[src/rtl/pseq_pkg.sv]
package pseq_pkg;
  // Two phases per state is fixed by the frame definition.
  localparam int PHASES = 2;

  // Largest prescaler terminal count for a given code width.
  function automatic int max_limit(input int code_w);
    return (1 << ((1 << code_w) - 1)) - 1;
  endfunction

  // Number of bits to hold the prescaler count.
  function automatic int cnt_width(input int code_w);
    return (1 << code_w) - 1;
  endfunction
endpackage

[src/rtl/pseq_prescaler.sv]
module pseq_prescaler #(
  parameter int CODE_W = 3,
  localparam int CNT_W = pseq_pkg::cnt_width(CODE_W)
) (
  input  logic              clk,
  input  logic              rst,
  input  logic [CODE_W-1:0] code_in,
  input  logic              frame_last,
  output logic              core_ce,
  output logic              period_end,
  output logic [CODE_W-1:0] active_code
);
  logic [CNT_W-1:0]  cnt_q;
  logic [CODE_W-1:0] code_q;
  logic [CNT_W-1:0]  limit;

  // Terminal count for the ratio in force: 2^code - 1.
  always_comb begin
    limit = '0;
    for (int b = 0; b < CNT_W; b++) begin
      if (b < int'(code_q)) limit[b] = 1'b1;
    end
  end

  assign period_end  = (cnt_q == limit);
  assign core_ce     = (cnt_q == '0);
  assign active_code = code_q;

  always_ff @(posedge clk) begin
    if (rst) begin
      cnt_q <= '0;
    end else if (period_end) begin
      cnt_q <= '0;
    end else begin
      cnt_q <= cnt_q + CNT_W'(1);
    end
  end

  // The ratio is reloaded only as the last slot of a frame closes.
  always_ff @(posedge clk) begin
    if (rst) begin
      code_q <= '0;
    end else if (period_end && frame_last) begin
      code_q <= code_in;
    end
  end
endmodule

[src/rtl/pseq_slot_ctr.sv]
module pseq_slot_ctr #(
  parameter int SLOTS = 12,
  localparam int SLOT_W = $clog2(SLOTS)
) (
  input  logic              clk,
  input  logic              rst,
  input  logic              advance,
  output logic [SLOT_W-1:0] slot,
  output logic              frame_last
);
  logic [SLOT_W-1:0] slot_q;

  assign slot       = slot_q;
  assign frame_last = (slot_q == SLOT_W'(SLOTS - 1));

  always_ff @(posedge clk) begin
    if (rst) begin
      slot_q <= '0;
    end else if (advance) begin
      slot_q <= frame_last ? '0 : slot_q + SLOT_W'(1);
    end
  end
endmodule

[src/rtl/pseq_slot_decode.sv]
module pseq_slot_decode #(
  parameter int NUM_STATES = 6,
  localparam int SLOTS   = NUM_STATES * pseq_pkg::PHASES,
  localparam int SLOT_W  = $clog2(SLOTS),
  localparam int STATE_W = $clog2(NUM_STATES + 1)
) (
  input  logic [SLOT_W-1:0]  slot,
  input  logic               core_ce,
  output logic [STATE_W-1:0] state_idx,
  output logic               phase,
  output logic [SLOTS-1:0]   slot_strobe,
  output logic               cycle_start
);
  logic [SLOT_W-1:0] pair;

  assign pair      = slot >> 1;
  assign state_idx = STATE_W'(pair) + STATE_W'(1);
  assign phase     = slot[0];

  for (genvar k = 0; k < SLOTS; k++) begin : g_strobe
    assign slot_strobe[k] = core_ce && (slot == SLOT_W'(k));
  end

  assign cycle_start = core_ce && (pair == '0) && !slot[0];
endmodule

[src/rtl/phase_seq_top.sv]
module phase_seq_top #(
  parameter int CODE_W     = 3,
  parameter int NUM_STATES = 6,
  localparam int SLOTS   = NUM_STATES * pseq_pkg::PHASES,
  localparam int SLOT_W  = $clog2(SLOTS),
  localparam int STATE_W = $clog2(NUM_STATES + 1)
) (
  input  logic               clk,
  input  logic               rst,
  input  logic [CODE_W-1:0]  div_code,
  output logic               core_ce,
  output logic [STATE_W-1:0] state_idx,
  output logic               phase,
  output logic [SLOTS-1:0]   slot_strobe,
  output logic               cycle_start
);
  logic              period_end;
  logic              frame_last;
  logic [SLOT_W-1:0] slot;
  logic [CODE_W-1:0] act_code;

  pseq_prescaler #(.CODE_W(CODE_W)) u_pre (
    .clk        (clk),
    .rst        (rst),
    .code_in    (div_code),
    .frame_last (frame_last),
    .core_ce    (core_ce),
    .period_end (period_end),
    .active_code(act_code)
  );

  pseq_slot_ctr #(.SLOTS(SLOTS)) u_slot (
    .clk       (clk),
    .rst       (rst),
    .advance   (period_end),
    .slot      (slot),
    .frame_last(frame_last)
  );

  pseq_slot_decode #(.NUM_STATES(NUM_STATES)) u_dec (
    .slot       (slot),
    .core_ce    (core_ce),
    .state_idx  (state_idx),
    .phase      (phase),
    .slot_strobe(slot_strobe),
    .cycle_start(cycle_start)
  );
endmodule

[config.mk]
export PLATFORM = sky130hd
export DESIGN_NAME = phase_seq_top
export DESIGN_NICKNAME = d
export VERILOG_FILES = /design/src/rtl/pseq_pkg.sv /design/src/rtl/pseq_prescaler.sv /design/src/rtl/pseq_slot_ctr.sv /design/src/rtl/pseq_slot_decode.sv /design/src/rtl/phase_seq_top.sv
export SDC_FILE = /design/constraint.sdc
export NUM_CORES = 1
export LEC_CHECK = 0
export BUFFER_PORTS_ARGS = -buffer_cell sky130_fd_sc_hd__buf_2
export CORE_MARGIN = 10
export CORE_UTILIZATION = 55
export CTS_BUF_LIST = sky130_fd_sc_hd__clkbuf_4
export DETAILED_ROUTE_END_ITERATION = 7
export PLACE_DENSITY_LB_ADDON = 0.3
export SYNTH_ARGS = -nofsm -noshare
export SYNTH_HDL_FRONTEND = slang
export SYNTH_HIERARCHICAL = 1
export SYNTH_SLANG_ARGS = --single-unit
[constraint.sdc]
create_clock -name clk -period 2.35 [get_ports clk]
set_input_delay 0.1175 -clock clk [delete_from_list [all_inputs] [get_ports clk]]
set_output_delay 0.1175 -clock clk [all_outputs]
set_load 0.005 [all_outputs]
==> results.sh <==
export IMPL_fmax_mhz=451
export IMPL_cts_sinks=14
export IMPL_cts_buffers=3
export IMPL_ant_nets=0
export IMPL_vias=943
export IMPL_regArea_um2=288
export IMPL_netlist_area_um2=981
export IMPL_antenna_found_initial=0
export IMPL_multi_input_area_um2=654
export IMPL_drc_errors=0
export IMPL_final_max_slew_violation_count=0
export IMPL_finalSetupTns_ps=0
export IMPL_power_switching_mw=0.126
export IMPL_fillCellCount=146
export IMPL_clk_pin_slew_ps=80
export IMPL_diodes=0
export IMPL_power_per_cell_area_nw_per_um2=395
export IMPL_finalWorstSetupSlack_ps=131
export IMPL_cts_tree="yes"
export IMPL_grt_pass1_vias=829
export IMPL_grt_pass1_wl_um=3610
export IMPL_max_slew_margin_pct=70.1
export IMPL_required_ps=2230
export IMPL_ys_ff_latch=14
export IMPL_yosysWarnings=6
export IMPL_finalNetCount=154
export IMPL_status="finished clean"
export IMPL_hold_path_class="in2reg"
export IMPL_dp_hpwl_um=1660
export IMPL_htreeDepth=1
export IMPL_hold_violations=0
export IMPL_io_buffers=22
export IMPL_worstMarginPinSlew_ps=448
export IMPL_power_share_switching_pct=27.1
export IMPL_clock_root_buffer="clkbuf_4"
export IMPL_core_area_um2=1710
export IMPL_path_max_fanout=4
export IMPL_p_int_mw=0.338
export IMPL_cp_arrival_ps=2100
export IMPL_syn_inst=118
export IMPL_ys_seq_area_share_pct=28.6
export IMPL_viasPerCell=5.61
export IMPL_max_stage_delay_ps=460
export IMPL_drt_iter0_drc=47
export IMPL_die_w_um=62.2
export IMPL_drt_pass1_iterations=4
export IMPL_cp_start_kind="register"
export IMPL_maxCapViolations=0
export IMPL_place_ws_ps=174
export IMPL_ir_drop_mv=0.272
export IMPL_fin_skew_ps=5.19
export IMPL_dieArea_um2=3870
export IMPL_io_pins=23
export IMPL_track_usage_pct=11.1
export IMPL_grt_max_degree=18
export IMPL_gr_total_overflow=0
export IMPL_wl_um=2280
export IMPL_drive_above_1_share_pct=28.0
export IMPL_area_growth_pct=19.6
export IMPL_die_y_um=62.2
export IMPL_cpMaxStageDelayCell="or4b_4"
export IMPL_clockPowerShare_pct=30.0
export IMPL_avgRoutedWirePerCell_um=13.6
export IMPL_synth_distinct_cells=39
export IMPL_p_leak_nw=0.494
export IMPL_rows=15
export IMPL_final_setup_viol_count=0
export IMPL_gp_congestion=0.809
export IMPL_syn_nets=128
export IMPL_start_util_pct=57.4
export IMPL_rsz0062_at_grt="false"
export IMPL_crit_chain="inv_1 > ha_1 > or4b_4 > nor3_4 > or3b_4 > nor3_2 > buf_2"
export IMPL_critPathKind="reg2out"
export IMPL_clock_latency_ps=280
export IMPL_fin_crit_ps=2220
export IMPL_clock_path_buffers=2
export IMPL_combPwrFrac_pct=15.2
export IMPL_period_share_pct=94.4
export IMPL_postSynthAreaPerCell_um2=8.31
export IMPL_pwr_share_seq_pct=54.8
export IMPL_cp_end_kind="primary output"
## synthesized netlist by cell type
cell | instances | share of area (%)
ha_1 | 5 | 6.4
inv_1 | 7 | 2.7
a21boi_0 | 1 | 0.77
and2b_1 | 1 | 0.77
buf_2 | 2 | 1.0
o21ai_0 | 5 | 2.6
nand2b_1 | 13 | 8.3
nand3_1 | 4 | 2.0
o21ai_1 | 2 | 1.0
xor2_1 | 3 | 2.7
xnor2_1 | 3 | 2.7
nor2_1 | 12 | 4.6
dfxtp_1 | 14 | 29
a21oi_1 | 2 | 1.0
mux2i_1 | 5 | 5.1
a32oi_1 | 1 | 0.89
clkbuf_1 | 1 | 0.38
o211ai_1 | 2 | 1.5
nor3b_1 | 1 | 0.77
nor3_1 | 10 | 5.1
nor3_2 | 2 | 2.0
buf_6 | 1 | 1.1
a222oi_1 | 1 | 1.0
o2111ai_1 | 1 | 0.89
nand3b_1 | 2 | 1.5
a211oi_1 | 1 | 0.77
and4b_1 | 1 | 1.0
clkbuf_2 | 1 | 0.51
and4bb_4 | 1 | 1.7
nor2b_1 | 1 | 0.64
nor4bb_1 | 1 | 1.0
a221o_1 | 1 | 1.0
buf_4 | 1 | 0.77
nor3b_4 | 1 | 1.9
nand2_1 | 4 | 1.5
or3b_4 | 1 | 1.1
and3b_1 | 1 | 0.89
or4b_2 | 1 | 1.0
and3_1 | 1 | 0.64
## worst max-delay path, delay by kind of cell, from the launching register on
family	cells	cell delay [ps]
AND/OR/NAND/NOR	4	1130
flip-flops	1	350
buffers and inverters	2	210
adder cells (fa/ha/maj)	1	140
## registers in the layout, indices dropped and copies added (netlist names)
| signal | cells |
|---|---|
| u_pre/cnt_q | 7 |
| u_slot/slot | 4 |
| u_pre/active_code | 3 |
## path summary, 6_finish.rpt
| path | from | endpoint | depth (start not counted) | slack, ps |
|---|---|---|---|---|
| setup / recovery | u_pre/cnt_q[0] | slot_strobe[0] | 7 | 130 |
| hold / removal | div_code[0] | u_pre/active_code[0] | 3 | 100 |
| setup reg to reg | u_pre/cnt_q[5] | u_slot/slot[3] | 7 | 370 |
| hold reg to reg | u_pre/active_code[0] | u_pre/active_code[0] | 2 | 550 |
## final cells by class
| cell class | instances | share of cell area, % |
|---|---|---|
| flip-flops and latches | 14 | 24.5 |
| multi-input cells | 91 | 55.8 |
| clock inverters | 1 | 0.320 |
| inverters | 7 | 2.24 |
| repair buffers | 27 | 12.6 |
| clock buffers | 3 | 1.92 |
| well taps | 25 | 2.67 |
## placed cells by master (no fill, tap or decap), drive strengths merged
cell	instances
buf	27
dfxtp	14
nand2b	13
nor2	12
nor3	12
inv	7
o21ai	7
ha	5
mux2i	5
nand3	4
nand2	4
clkbuf	3
xor2	3
xnor2	3
nand3b	2
o211ai	2
a21oi	2
nor3b	2
clkinv	1
or3b	1
nor4bb	1
o2111ai	1
a211oi	1
a221o	1
nor2b	1
a32oi	1
a222oi	1
or4b	1
and3	1
and4bb	1
and3b	1
and2b	1
and4b	1
a21boi	1
## power groups by stage
| stage | clock network (mW) | logic (mW) | registers [mW] |
|---|---|---|---|
| floorplan | 0 | 0.0444 | 0.257 |
| global placement | 0 | 0.0674 | 0.261 |
| detailed placement | 0 | 0.0705 | 0.261 |
| CTS | 0.145 | 0.0724 | 0.255 |
| global route | 0.156 | 0.0795 | 0.256 |
| finish | 0.139 | 0.0705 | 0.254 |
## stage by stage
stage	hold slack [ps]	utilization (%)	std cells	power (mW)	instance area (um^2)
after floorplan	187	-	118	0.302	981
after global placement	382	64.4	161	0.328	1100
final	96.0	68.7	168	0.464	1170
after global routing	108	68.7	168	0.492	1170
after detailed placement	396	64.4	161	0.332	1100
after CTS	89.7	67.8	167	0.473	1160
## cells by family after synthesis
logic type | share of synthesized area [%]
multiplexers | 5.10
flip-flops | 28.6
buffers and inverters | 6.50
adder cells (fa/ha/maj) | 6.38
AO/OA/AOI/OAI | 11.5
XOR/XNOR | 5.36
AND/OR/NAND/NOR | 36.6
## layer usage
metal	track usage (%)	part of all wire (%)
met5	0	0
met4	6.00	1.6
met3	3.41	6.0
met2	18.8	49
met1	11.8	43
## what timing repair did
item                                    in CTS  in global routing
hold buffers                                 0                  0
resized for setup                            6                  2
pin swaps                                    1                  2
endpoints found under the setup margin       7                  8
setup buffers                                2                  1
cloned                                       0                  0
Power figures use the tool's default switching activity.
